$ cat src/rtl/acc_ts_pkg.sv
`timescale 1ns/1ps
package acc_ts_pkg;
  localparam int TS_W  = 64;
  localparam int DAT_W = 8;
  localparam int N_SRC = 3;

  typedef enum logic [1:0] {
    REC_SYNC  = 2'd0,
    REC_BYTE  = 2'd1,
    REC_PHASE = 2'd2,
    REC_RSVD  = 2'd3
  } rec_kind_e;

  typedef struct packed {
    rec_kind_e          kind;
    logic [TS_W-1:0]    ts;
    logic [DAT_W-1:0]   data;
  } rec_t;
endpackage

$ cat src/rtl/acc_sync2.sv
`timescale 1ns/1ps
module acc_sync2 #(
  parameter int STAGES = 2
) (
  input  logic clk_i,
  input  logic rst_ni,
  input  logic d_i,
  output logic q_o
);
  logic [STAGES-1:0] ff_q;

  always_ff @(posedge clk_i or negedge rst_ni) begin
    if (!rst_ni) ff_q <= '0;
    else         ff_q <= {ff_q[STAGES-2:0], d_i};
  end

  assign q_o = ff_q[STAGES-1];
endmodule

$ cat src/rtl/acc_mdec.sv
`timescale 1ns/1ps
module acc_mdec
  import acc_ts_pkg::*;
#(
  parameter int WIN_LO = 4,
  parameter int WIN_HI = 8
) (
  input  logic             clk_i,
  input  logic             rst_ni,
  input  logic             lvl_i,
  input  logic             edge_i,
  input  logic [TS_W-1:0]  ts_edge_i,
  output logic             byte_v_o,
  output logic [DAT_W-1:0] byte_o,
  output logic [TS_W-1:0]  byte_ts_o,
  output logic             err_o
);
  localparam int CW = $clog2(WIN_HI + 2);
  localparam logic [CW-1:0] LO_C = CW'(WIN_LO);
  localparam logic [CW-1:0] HI_C = CW'(WIN_HI);

  typedef enum logic {M_IDLE, M_RX} mst_e;

  mst_e             st_q;
  logic [CW-1:0]    cnt_q;
  logic [3:0]       idx_q;
  logic [DAT_W-1:0] sh_q;
  logic [TS_W-1:0]  ts_q;
  logic             bv_q, err_q;

  always_ff @(posedge clk_i or negedge rst_ni) begin
    if (!rst_ni) begin
      st_q  <= M_IDLE;
      cnt_q <= '0;
      idx_q <= '0;
      sh_q  <= '0;
      ts_q  <= '0;
      bv_q  <= 1'b0;
      err_q <= 1'b0;
    end else begin
      bv_q  <= 1'b0;
      err_q <= 1'b0;
      unique case (st_q)
        M_IDLE: begin
          // only a rising transition can be a start bit mid-point
          if (edge_i && lvl_i) begin
            st_q  <= M_RX;
            cnt_q <= CW'(1);
            idx_q <= '0;
            ts_q  <= ts_edge_i;
          end
        end
        M_RX: begin
          if (edge_i && cnt_q >= LO_C) begin
            cnt_q <= CW'(1);
            if (idx_q == 4'd8) begin
              st_q <= M_IDLE;
              if (!lvl_i) bv_q  <= 1'b1;
              else        err_q <= 1'b1;
            end else begin
              sh_q  <= {lvl_i, sh_q[DAT_W-1:1]};
              idx_q <= idx_q + 4'd1;
            end
          end else if (cnt_q > HI_C) begin
            st_q  <= M_IDLE;
            err_q <= 1'b1;
          end else begin
            cnt_q <= cnt_q + CW'(1);
          end
        end
        default: st_q <= M_IDLE;
      endcase
    end
  end

  assign byte_v_o  = bv_q;
  assign byte_o    = sh_q;
  assign byte_ts_o = ts_q;
  assign err_o     = err_q;
endmodule

$ cat src/rtl/acc_rec_arb.sv
`timescale 1ns/1ps
module acc_rec_arb
  import acc_ts_pkg::*;
#(
  parameter int DROP_W = 16
) (
  input  logic              clk_i,
  input  logic              rst_ni,
  input  logic [N_SRC-1:0]  in_v_i,
  input  rec_t [N_SRC-1:0]  in_rec_i,
  input  logic              ready_i,
  output logic              out_v_o,
  output rec_t              out_rec_o,
  output logic [DROP_W-1:0] drop_cnt_o
);
  localparam int SEL_W = $clog2(N_SRC);

  logic [N_SRC-1:0] pend_v, gnt, drop_hit;
  rec_t [N_SRC-1:0] pend_r;
  logic [SEL_W-1:0] sel;
  logic             out_v_q, out_free;
  rec_t             out_q;
  logic [DROP_W-1:0] drop_q;
  logic [DROP_W:0]   drop_sum;

  assign out_free = !out_v_q || ready_i;

  // lowest index wins
  always_comb begin
    gnt = '0;
    sel = '0;
    if (out_free) begin
      for (int i = N_SRC - 1; i >= 0; i--) begin
        if (pend_v[i]) begin
          gnt    = '0;
          gnt[i] = 1'b1;
          sel    = SEL_W'(i);
        end
      end
    end
  end

  for (genvar g = 0; g < N_SRC; g++) begin : g_slot
    logic v_q;
    rec_t r_q;
    assign drop_hit[g] = in_v_i[g] && v_q && !gnt[g];
    always_ff @(posedge clk_i or negedge rst_ni) begin
      if (!rst_ni) begin
        v_q <= 1'b0;
        r_q <= '0;
      end else if (in_v_i[g] && !drop_hit[g]) begin
        v_q <= 1'b1;
        r_q <= in_rec_i[g];
      end else if (gnt[g]) begin
        v_q <= 1'b0;
      end
    end
    assign pend_v[g] = v_q;
    assign pend_r[g] = r_q;
  end

  always_ff @(posedge clk_i or negedge rst_ni) begin
    if (!rst_ni) begin
      out_v_q <= 1'b0;
      out_q   <= '0;
    end else if (out_free) begin
      out_v_q <= |gnt;
      if (|gnt) out_q <= pend_r[sel];
    end
  end

  always_comb drop_sum = {1'b0, drop_q} + (DROP_W+1)'($countones(drop_hit));

  always_ff @(posedge clk_i or negedge rst_ni) begin
    if (!rst_ni)               drop_q <= '0;
    else if (drop_sum[DROP_W]) drop_q <= '1;
    else                       drop_q <= drop_sum[DROP_W-1:0];
  end

  assign out_v_o    = out_v_q;
  assign out_rec_o  = out_q;
  assign drop_cnt_o = drop_q;
endmodule

$ cat src/rtl/acc_edge_stamper.sv
`timescale 1ns/1ps
module acc_edge_stamper
  import acc_ts_pkg::*;
#(
  parameter int SYNC_STAGES = 2,
  parameter int DECIM_W     = 16,
  parameter int DROP_W      = 16,
  parameter int WIN_LO      = 4,
  parameter int WIN_HI      = 8
) (
  input  logic               clk_i,
  input  logic               rst_ni,
  input  logic               ser_i,
  input  logic               sync_i,
  input  logic [DECIM_W-1:0] decim_i,
  input  logic               rec_ready_i,
  output logic               rec_valid_o,
  output logic [1:0]         rec_type_o,
  output logic [TS_W-1:0]    rec_ts_o,
  output logic [DAT_W-1:0]   rec_data_o,
  output logic               frame_err_o,
  output logic [DROP_W-1:0]  drop_cnt_o
);
  localparam int LAT       = SYNC_STAGES;
  localparam int N_IN      = 2;
  localparam int IN_SER    = 0;
  localparam int IN_SYNC   = 1;
  localparam int SRC_SYNC  = 0;
  localparam int SRC_BYTE  = 1;
  localparam int SRC_PHASE = 2;

  logic [TS_W-1:0] ts_q, ts_edge;
  logic [N_IN-1:0] raw, lvl, lvl_d_q, edg;

  always_ff @(posedge clk_i or negedge rst_ni) begin
    if (!rst_ni) ts_q <= '0;
    else         ts_q <= ts_q + TS_W'(1);
  end

  assign raw = {sync_i, ser_i};

  for (genvar g = 0; g < N_IN; g++) begin : g_in
    acc_sync2 #(.STAGES(SYNC_STAGES)) u_sync (
      .clk_i (clk_i),
      .rst_ni(rst_ni),
      .d_i   (raw[g]),
      .q_o   (lvl[g])
    );
  end

  always_ff @(posedge clk_i or negedge rst_ni) begin
    if (!rst_ni) lvl_d_q <= '0;
    else         lvl_d_q <= lvl;
  end

  assign edg     = lvl ^ lvl_d_q;
  assign ts_edge = ts_q - TS_W'(LAT);

  // phase decimation
  logic [DECIM_W-1:0] decim_q, ecnt_q;
  logic [DECIM_W:0]   ecnt_nx;
  logic               phase_last, phase_hit;

  assign ecnt_nx    = {1'b0, ecnt_q} + (DECIM_W+1)'(1);
  assign phase_last = (decim_q == '0) || (ecnt_nx >= {1'b0, decim_q});
  assign phase_hit  = edg[IN_SER] && phase_last;

  always_ff @(posedge clk_i or negedge rst_ni) begin
    if (!rst_ni) begin
      decim_q <= '0;
      ecnt_q  <= '0;
    end else begin
      decim_q <= decim_i;
      if (edg[IN_SER]) ecnt_q <= phase_last ? '0 : ecnt_nx[DECIM_W-1:0];
    end
  end

  // Manchester decode
  logic             byte_v, dec_err, err_q;
  logic [DAT_W-1:0] byte_d;
  logic [TS_W-1:0]  byte_ts;

  acc_mdec #(.WIN_LO(WIN_LO), .WIN_HI(WIN_HI)) u_mdec (
    .clk_i    (clk_i),
    .rst_ni   (rst_ni),
    .lvl_i    (lvl[IN_SER]),
    .edge_i   (edg[IN_SER]),
    .ts_edge_i(ts_edge),
    .byte_v_o (byte_v),
    .byte_o   (byte_d),
    .byte_ts_o(byte_ts),
    .err_o    (dec_err)
  );

  always_ff @(posedge clk_i or negedge rst_ni) begin
    if (!rst_ni) err_q <= 1'b0;
    else         err_q <= err_q | dec_err;
  end

  // record sources
  logic [N_SRC-1:0] in_v;
  rec_t [N_SRC-1:0] in_rec;
  logic             out_v;
  rec_t             out_rec;

  always_comb begin
    in_v                  = '0;
    in_v[SRC_SYNC]        = edg[IN_SYNC];
    in_v[SRC_BYTE]        = byte_v;
    in_v[SRC_PHASE]       = phase_hit;
    in_rec                = '0;
    in_rec[SRC_SYNC].kind = REC_SYNC;
    in_rec[SRC_SYNC].ts   = ts_edge;
    in_rec[SRC_SYNC].data = {{(DAT_W-1){1'b0}}, lvl[IN_SYNC]};
    in_rec[SRC_BYTE].kind = REC_BYTE;
    in_rec[SRC_BYTE].ts   = byte_ts;
    in_rec[SRC_BYTE].data = byte_d;
    in_rec[SRC_PHASE].kind = REC_PHASE;
    in_rec[SRC_PHASE].ts   = ts_edge;
    in_rec[SRC_PHASE].data = {{(DAT_W-1){1'b0}}, lvl[IN_SER]};
  end

  acc_rec_arb #(.DROP_W(DROP_W)) u_arb (
    .clk_i     (clk_i),
    .rst_ni    (rst_ni),
    .in_v_i    (in_v),
    .in_rec_i  (in_rec),
    .ready_i   (rec_ready_i),
    .out_v_o   (out_v),
    .out_rec_o (out_rec),
    .drop_cnt_o(drop_cnt_o)
  );

  assign rec_valid_o = out_v;
  assign rec_type_o  = out_rec.kind;
  assign rec_ts_o    = out_rec.ts;
  assign rec_data_o  = out_rec.data;
  assign frame_err_o = err_q;
endmodule

$ cat config.mk
export PLATFORM = sky130hd
export DESIGN_NAME = acc_edge_stamper
export DESIGN_NICKNAME = d
export VERILOG_FILES = /design/src/rtl/acc_ts_pkg.sv /design/src/rtl/acc_sync2.sv /design/src/rtl/acc_mdec.sv /design/src/rtl/acc_rec_arb.sv /design/src/rtl/acc_edge_stamper.sv
export SDC_FILE = /design/constraint.sdc
export NUM_CORES = 1
export LEC_CHECK = 0
export ABC_AREA = 1
export CELL_PAD_IN_SITES_DETAIL_PLACEMENT = 1
export CELL_PAD_IN_SITES_GLOBAL_PLACEMENT = 2
export CORE_MARGIN = 2
export CORE_UTILIZATION = 29
export DETAILED_ROUTE_END_ITERATION = 8
export DONT_BUFFER_PORTS = 1
export GPL_TIMING_DRIVEN = 0
export PLACE_DENSITY_LB_ADDON = 0.15
export SLEW_MARGIN = 20
export SYNTH_ARGS = -nofsm -noshare
export SYNTH_HDL_FRONTEND = slang
export SYNTH_SLANG_ARGS = --single-unit
$ cat constraint.sdc
create_clock -name clk_i -period 8.2 [get_ports clk_i]
set_input_delay 0.82 -clock clk_i [delete_from_list [all_inputs] [get_ports clk_i]]
set_output_delay 0.82 -clock clk_i [all_outputs]
set_load 0.05 [all_outputs]
==> results.sh <==
export IMPL_setup_viol=0
export IMPL_cts_root_buffer="clkbuf_16"
export IMPL_synth_top_area_share=0.522
export IMPL_gp_congestion=0.903
export IMPL_finalWirelength_um=90900
export IMPL_dr_pass1_iters=5
export IMPL_cts_setup_buffers=0
export IMPL_wl_per_cell_um=23.0
export IMPL_final_area_mm2=0.0265
export IMPL_ys_async_sr_fraction=1.00
export IMPL_synth_seq_area_share=0.522
export IMPL_critPathMostFrequentCell="nand2_1"
export IMPL_core_area_mm2=0.0791
export IMPL_die_h_um=287
export IMPL_top_layer="met4"
export IMPL_placed_cell_area_mm2=0.0245
export IMPL_cts_buffers=59
export IMPL_die_area_mm2=0.0823
export IMPL_drt_met1_wl_um=42100
export IMPL_yosys_register_bits=484
export IMPL_grt_pass1_vias=20800
export IMPL_grt_max_degree=485
export IMPL_layout_drive_gt1_share=0.0651
export IMPL_synth_most_common_cell="nand2_1"
export IMPL_syn_avg_cell_area_um2=8.29
export IMPL_ys_flop_type="dfrtp_1"
export IMPL_grt_pass1_wl_um=136000
export IMPL_tightest_slew_ns=1.21
export IMPL_layout_nets=2908
export IMPL_clockBufferDepth=3
export IMPL_required_ns=8.72
export IMPL_fin_setup_tns_ns=0
export IMPL_clkTransAtPathRegs_ns=0.06
export IMPL_syn_inst=2797
export IMPL_crit_arrival_ns=6.27
export IMPL_cts_sinks=484
export IMPL_grtUsageTotal=0.223
export IMPL_status="finished with violations"
export IMPL_drc_errors=0
export IMPL_hold_violations=17
export IMPL_fin_skew_ns=0.0326
export IMPL_cp_start_kind="register"
export IMPL_viasPerCell=4.94
export IMPL_synthDistinctLibCells=39
export IMPL_critPathKind="register to register"
export IMPL_max_slew_margin=0.194
export IMPL_power_density_mw_per_mm2=252
export IMPL_start_util=0.293
export IMPL_drtIter0Drc=1210
export IMPL_max_cap_violations=0
export IMPL_dr_wl_met3_um=4070
export IMPL_synthesis_area_mm2=0.0232
export IMPL_pin_count=113
export IMPL_vias=19500
export IMPL_antenna_diode_count=0
export IMPL_cts_tree="done"
export IMPL_synth_edf_count=0
export IMPL_yosys_warnings=0
export IMPL_synth_common_cells="nand2_1, dfrtp_1, nor2_1, o21ai_0, inv_1"
export IMPL_postCtsResizedCells=0
export IMPL_antenna_left=0
export IMPL_overflow=0
export IMPL_r2r_setup_slack_ns=2.45
export IMPL_fin_crit_ns=5.75
export IMPL_port_buffer_count=0
export IMPL_slowest_stage="nor3_1"
export IMPL_critical_path_max_stage_delay_ns=0.49
export IMPL_h_tree_depth=2
export IMPL_syn_to_final_growth_pct=14.0
export IMPL_row_count=103
export IMPL_cp_end_kind="register"
export IMPL_synth_area_top_cells="dfrtp_1, nand2_1, o21ai_0"
export IMPL_cp_max_fo=10
export IMPL_rsz0062_at_grt="false"
export IMPL_drv_slew=0
export IMPL_dp_hpwl_um=67400
export IMPL_fmax_mhz=174
export IMPL_hold_class="input port to asynchronous set/reset pin"
export IMPL_syn_num_nets=2847
export IMPL_fp_dieW_um=287
export IMPL_finalCritPeriodShare=0.701
export IMPL_antenna_found_initial=2
export IMPL_dr_wl_met2_um=41600
export IMPL_violations="negative hold slack"
export IMPL_insertion_delay_ns=0.65
export IMPL_whs_ns=-0.123
export IMPL_synth_top_area_cell="dfrtp_1"
export IMPL_vdd_drop_max_mv=0.173
export IMPL_p_leak_uw=0.0130
final timing paths:
check	startpoint	end	cells past startpoint
worst max-delay path	ecnt_q[0]$_DFFE_PN0P_	u_arb.drop_cnt_o[13]$_DFF_PN0_	29
worst max register to register	ecnt_q[0]$_DFFE_PN0P_	u_arb.drop_cnt_o[13]$_DFF_PN0_	29
min in group clk_i	ser_i	g_in[0].u_sync.ff_q[0]$_DFF_PN0_	0
max in group asynchronous	rst_ni	u_mdec.byte_ts_o[28]$_DFFE_PN0P_	0
worst min register to register	g_in[0].u_sync.ff_q[0]$_DFF_PN0_	g_in[0].u_sync.ff_q[1]$_DFF_PN0_	0
worst min-delay path	rst_ni	frame_err_o$_DFF_PN0_	0
through the flow:
stage               hold slack [ns]  cells  power (uW)  setup slack, ns   util
global placement              0.342   3847        4050             2.43  0.310
detailed placement            0.338   3847        4080             2.39  0.310
CTS                          -0.162   3955        6760             2.35  0.334
global route                 -0.156   3955        6970             1.79  0.334
floorplan                     0.331   2797        3630             3.86      -
finish                       -0.123   3955        6670             2.45  0.334
worst max-delay path, delay by kind of cell (launching register included):
| kind | cells | cell delay [ns] |
|---|---|---|
| AND/OR/NAND/NOR | 21 | 3.14 |
| adder cells (fa/ha/maj) | 2 | 0.75 |
| buffers and inverters | 4 | 0.73 |
| flip-flops | 1 | 0.41 |
| AO/OA/AOI/OAI | 1 | 0.40 |
| XOR/XNOR | 1 | 0.19 |
layout make-up:
cell class / count / area (um^2)
Multi-Input combinational cell: 1912 / 9500
Clock buffer: 90 / 1750
Inverter: 264 / 991
Tap cell: 1050 / 1310
Buffer: 137 / 597
Clock inverter: 18 / 188
Sequential cell: 484 / 12100
Fill cell: 9334 / 52700
registers in the layout, indices dropped and copies added, names as in the netlist, 8 cells and up:
signal / flops
ts_q: 64
u_arb.g_slot.r_q: 204
ecnt_q: 16
u_mdec.byte_ts_o: 64
u_arb.drop_cnt_o: 16
u_arb.out_rec_o: 74
u_mdec.byte_o: 8
decim_q: 16
per-layer routing:
metal	GRT usage	up-vias
li1	-	9115
met1	0.303	9898
met2	0.359	377
met3	0.0384	143
met4	0.0736	0
met5	0	-
layout by cell type (no fill, tap or decap), types with 18 or more instances in the layout:
cell type / instances
a21oi_1: 87
nand4_1: 107
clkbuf_1: 114
clkbuf_16: 59
nand3_1: 56
dfrtp_1: 484
inv_1: 263
ha_1: 27
buf_2: 18
a31oi_1: 20
nand2_1: 758
nor2_1: 310
xor2_1: 109
o21ai_0: 272
nor3_1: 39
mux2_2: 36
where the power goes:
part | switching [uW] | internal [uW] | leakage [uW] | total, uW
Sequential | 545 | 2580 | 0.00656 | 3130
Clock | 1110 | 1530 | 0.000965 | 2650
Combinational | 680 | 219 | 0.00549 | 899
cell families after synthesis:
logic type,share of synthesized area
muxes,0.0175
buffers and inverters,0.0684
and+or+nand+nor,0.237
xor gates and xnor gates,0.0461
DFF,0.522
AOI/OAI and AO/OA,0.0926
adders and majority gates,0.0163
No activity file was read; power rests on OpenSTA's default activity.
